$ cat config.mk
export PLATFORM = sky130hd
export DESIGN_NAME = gpio_port
export DESIGN_NICKNAME = d
export VERILOG_FILES = /design/src/rtl/gpio_port.sv
export SDC_FILE = /design/constraint.sdc
export NUM_CORES = 1
export LEC_CHECK = 0
export BUFFER_PORTS_ARGS = -buffer_cell sky130_fd_sc_hd__buf_4
export CAP_MARGIN = 20
export CORE_MARGIN = 2
export CORE_UTILIZATION = 47
export CTS_BUF_LIST = sky130_fd_sc_hd__clkbuf_2 sky130_fd_sc_hd__clkbuf_4 sky130_fd_sc_hd__clkbuf_8
export DETAILED_ROUTE_END_ITERATION = 8
export GPL_TIMING_DRIVEN = 0
export HOLD_SLACK_MARGIN = 0.08
export PLACE_DENSITY_LB_ADDON = 0.2
export SYNTH_ARGS = -nofsm -noshare
export SYNTH_HDL_FRONTEND = slang
export SYNTH_SLANG_ARGS = --single-unit
export TNS_END_PERCENT = 5
$ cat constraint.sdc
create_clock -name clk -period 1.79 [get_ports clk]
set_clock_uncertainty 0.15 [all_clocks]
set_input_delay 0.179 -clock clk [delete_from_list [all_inputs] [get_ports clk]]
set_output_delay 0.179 -clock clk [all_outputs]
set_load 0.005 [all_outputs]
$ cat src/rtl/gpio_port.sv
module gpio_port #(
  parameter int NPIN = 8,
  parameter int NMODEM = 4
) (
  input  logic            clk,
  input  logic            rst_n,
  input  logic            wr_en,
  input  logic            rd_en,
  input  logic [1:0]      addr,
  input  logic [NPIN-1:0] wdata,
  output logic [NPIN-1:0] rdata,
  input  logic [NPIN-1:0] pin_in,
  output logic [NPIN-1:0] pin_out,
  output logic [NPIN-1:0] pin_oe,
  output logic            irq
);
  localparam int NLOW = NPIN - NMODEM;
  localparam logic [1:0] A_DIR = 2'd0, A_STATE = 2'd1, A_IEN = 2'd2, A_MODE = 2'd3;

  logic [NPIN-1:0] dir_q, latch_q, ien_q, sync1_q, sync2_q, prev_q, ien_eff;
  logic            modem_q, mien_q, pend_q;

  wire wr_dir   = wr_en && addr == A_DIR;
  wire wr_state = wr_en && addr == A_STATE;
  wire clr      = wr_dir || (rd_en && addr == A_STATE);

  assign ien_eff = modem_q ? {{NMODEM{mien_q}}, ien_q[NLOW-1:0]} : ien_q;
  wire   hit     = |((sync2_q ^ prev_q) & ~dir_q & ien_eff);

  always_ff @(posedge clk) begin
    if (!rst_n) begin
      dir_q <= '0; latch_q <= '0; ien_q <= '0;
      sync1_q <= '0; sync2_q <= '0; prev_q <= '0;
      modem_q <= 1'b0; mien_q <= 1'b0; pend_q <= 1'b0;
    end else begin
      sync1_q <= pin_in;
      sync2_q <= sync1_q;
      prev_q  <= sync2_q;
      if (wr_dir) dir_q <= wdata;
      if (wr_state) latch_q <= (latch_q & ~dir_q) | (wdata & dir_q);
      if (wr_en && addr == A_IEN) ien_q <= wdata;
      if (wr_en && addr == A_MODE) begin
        modem_q <= wdata[0];
        mien_q  <= wdata[1];
      end
      // a fresh event in the clearing cycle stays pending
      if (hit) pend_q <= 1'b1;
      else if (clr) pend_q <= 1'b0;
    end
  end

  always_comb begin
    case (addr)
      A_DIR:   rdata = dir_q;
      A_STATE: rdata = sync2_q;
      A_IEN:   rdata = ien_q;
      default: rdata = {{(NPIN-2){1'b0}}, mien_q, modem_q};
    endcase
  end

  assign pin_oe  = dir_q;
  assign pin_out = latch_q;
  assign irq     = pend_q;


  oe_hold_chk: assert property (@(posedge clk) disable iff (!rst_n)
    !(wr_en && addr == A_DIR) |=> $stable(pin_oe));


  latch_mask_chk: assert property (@(posedge clk) disable iff (!rst_n)
    1'b1 |=> ((pin_out ^ $past(pin_out)) & ~$past(pin_oe)) == '0);


  irq_sticky_chk: assert property (@(posedge clk) disable iff (!rst_n)
    (irq && !clr) |=> irq);


  dir_clear_chk: assert property (@(posedge clk) disable iff (!rst_n)
    (wr_dir && !hit) |=> !irq);


  read_clear_chk: assert property (@(posedge clk) disable iff (!rst_n)
    (rd_en && addr == A_STATE && !hit) |=> !irq);


  out_pin_quiet_chk: assert property (@(posedge clk) disable iff (!rst_n)
    $rose(irq) |-> $past(|((sync2_q ^ prev_q) & ~dir_q)));
endmodule

==> tab_implementation.tex <==
\begin{tabular}{lr}
\hline
Metric & Value \\
\hline
\multicolumn{2}{l}{\textbf{CTS}} \\
Clock tree from TritonCTS & yes \\
Number of gates given a new drive strength after cts & 0 \\
Post-CTS Hold Fix Bufs & 17 \\
Num Clock Sinks & a little over 50 \\
Num CTS Buffers & 5 \\
Post-CTS setup repair buffer count & 0 \\
Root Buffer Master & clkbuf\_8 \\
Worst-path clk slew & 0.08 ns \\
Insertion delay to the later sink of the worst-skew pair & roughly 0.30 ns \\
Maximum clock insertion buffer count & 2 \\
H-tree levels & 2 \\
\multicolumn{2}{l}{\textbf{Die}} \\
Width of the chip & 69.67 µm \\
Height of the chip & between 60 and 70 µm \\
Initial core utilization & 0.4960 \\
Die area & 4854 µm² \\
Core box area & just over 4000 µm² \\
Count of pins on the block boundary & 47 \\
Floorplan row count & 23 \\
\multicolumn{2}{l}{\textbf{Finish}} \\
Most frequent standard cell in the layout excluding fill and tap cells & dfxtp\_1 \\
Fraction of final layout cells with drive strength greater than 1 & 0.2289 \\
Layout net count & 307 \\
Sequential cell area & 1021 µm² \\
Area occupied by multi-input gates & 925.9 µm² \\
Most frequent cells in the layout & dfxtp\_1, buf\_4, nand2\_1, and2\_1, mux2i\_1 \\
Antenna cell count & 0 \\
Number of fill cells in the layout & 361 \\
Layout overhead on the synthesized area & 32.28\% \\
Post-layout utilization of the core & 0.6562 \\
\multicolumn{2}{l}{\textbf{Drt}} \\
DRC errors left & 0 \\
Per-cell via count in the routed design & 5.114 \\
Vias post-DR & roughly 1.7k \\
First-iteration detailed-routing DRC count & 61 \\
Total iterations of the first detailed-routing run & 5 \\
Antenna viol nets, final & 0 \\
Wirelength per Cell & around 13 µm \\
Total wire length after detailed routing & 4.386 mm \\
\multicolumn{2}{l}{\textbf{Global route}} \\
Vias in the first global route & approximately 1.5k \\
Global-route total usage across every layer & 0.1832 \\
Global-route wire length before repair & 7.107 mm \\
Overflow after GRT & 0 \\
Largest net degree at the start of global routing & 14 \\
Antenna violations before repair & 0 \\
\multicolumn{2}{l}{\textbf{Placement}} \\
Placed wire-length estimate after detailed placement & 3.084 mm \\
IO Port Bufs & 46 \\
Routability congestion estimate from global placement & 0.7733 \\
\multicolumn{2}{l}{\textbf{Logic synthesis}} \\
Net count of the mapped netlist & 237 \\
Yosys cell types & 23 \\
Cell area after synthesis & 2027 µm² \\
Yosys warns & 0 \\
Average cell area after synthesis & approximately 9.4 µm² \\
Sequential-to-total area share from yosys stat & 0.5037 \\
Post-synthesis register bit count & 51 \\
Post-synthesis instance total & 215 \\
\multicolumn{2}{l}{\textbf{STA}} \\
Count of final hold-check violations & 0 \\
Final count of pins violating max slew & 0 \\
Final number of setup-violating endpoints & 0 \\
Min Tclk post-route & between 1.5 and 2 ns \\
Accumulated negative setup slack & 0 ns \\
Highest achievable clock rate & approximately 600 MHz \\
Final period util & 0.9338 \\
Smallest hold slack & $\sim$0.11 ns \\
Worst slew margin relative to its limit & 0.6791 \\
Transition time at the pin with the least slew margin & 0.4813 ns \\
RSZ-0062 raised after global routing & false \\
\multicolumn{2}{l}{\textbf{Pwr}} \\
Pwr per Cell Area & between 700 and 800 nW/µm² \\
Max rail drop VDD & 0.4797 mV \\
Total power draw & 2044 µW \\
Leakage & 0.001069 µW \\
\multicolumn{2}{l}{\textbf{Run status}} \\
Outcome & finished, final reports clean \\
\multicolumn{2}{l}{\textbf{Worst setup path}} \\
Kind of end point of the critical path & primary output \\
Category of the critical setup timing path & register to primary output \\
Startpoint type of the worst setup path & register \\
Req. time, crit path & 1.46 ns \\
Biggest fanout along the worst timing path & 6 \\
Worst path arrival time & 1.34 ns \\
\multicolumn{2}{l}{\textbf{Run}} \\
Number of maximum-capacitance constraint violations & 0 \\
\multicolumn{2}{l}{\textbf{Hold path}} \\
Type of the tightest min-delay check & input port to register \\
\hline
\end{tabular}
[worst max-delay path: stages (launching register included)]
cell	delay [ns]
dfxtp_1	0.31
buf_6	0.13
mux4_2	0.45
buf_4	0.15
[cell usage after synthesis, drive strengths merged]
cell type  instances  area [µm²]
buf                8       61.31
and3b              1       8.760
nor3               4       20.02
nor4               2       12.51
nor3b              4       30.03
nor2              10       37.54
mux4               2       45.04
inv                1       3.750
nor2b              3       21.27
nand2             31       118.9
a31oi              1       6.260
and2              24       150.1
nand3             17       85.08
dfxtp             51        1021
a21oi             17       85.08
xnor2              8       70.07
o21ai              7       35.03
mux2i             20       200.2
clkbuf             4       15.01
[cell type report]
class / count / share of cell area
timing repair buffer: 63 / 0.1923
multi-input combinational: 151 / 0.3453
tap: 50 / 0.02333
clock buffer: 6 / 0.02846
sequential: 51 / 0.3808
inverter: 1 / 0.001400
buffer: 12 / 0.02846
[report_power, final]
group,switching [µW],internal [µW]
logic,99.7,132
clock network,338,276
registers,26.9,1170
[per-layer routing]
metal,up-vias,GRT usage,wire length [µm],part of all wire
li1,861,-,-,-
met1,798,0.2375,2118,0.48
met2,42,0.2895,1982,0.45
met3,7,0.05233,211,0.048
met4,0,0.07051,72,0.016
met5,-,0,0,0
[stage by stage]
stage	cell area (µm²)	worst slack (ns)	cells
2_1_floorplan	2027	0.5137	215
3_3_place_gp	2435	0.2921	311
3_5_place_dp	2435	0.2846	311
4_1_cts	2681	0.1095	334
5_1_grt	2681	0.07182	334
6_report	2681	0.1185	334
[cells by family after synthesis]
| group | count (synthesis) | share of synthesized area |
|---|---|---|
| flops | 51 | 0.5037 |
| xor+xnor | 8 | 0.03457 |
| compound gates | 25 | 0.06235 |
| mux | 22 | 0.1210 |
| buf+inv | 13 | 0.03950 |
| simple gates | 96 | 0.2389 |
[final timing paths]
path,start,to,slack (ns),depth (start not counted)
min reg2reg,sync1_q[0],sync2_q[0],0.28,1
min,rd_en,irq,0.11,4
max,modem_q,rdata[0],0.12,3
max reg2reg,modem_q,irq,0.31,5
Power figures use the tool's default switching activity.
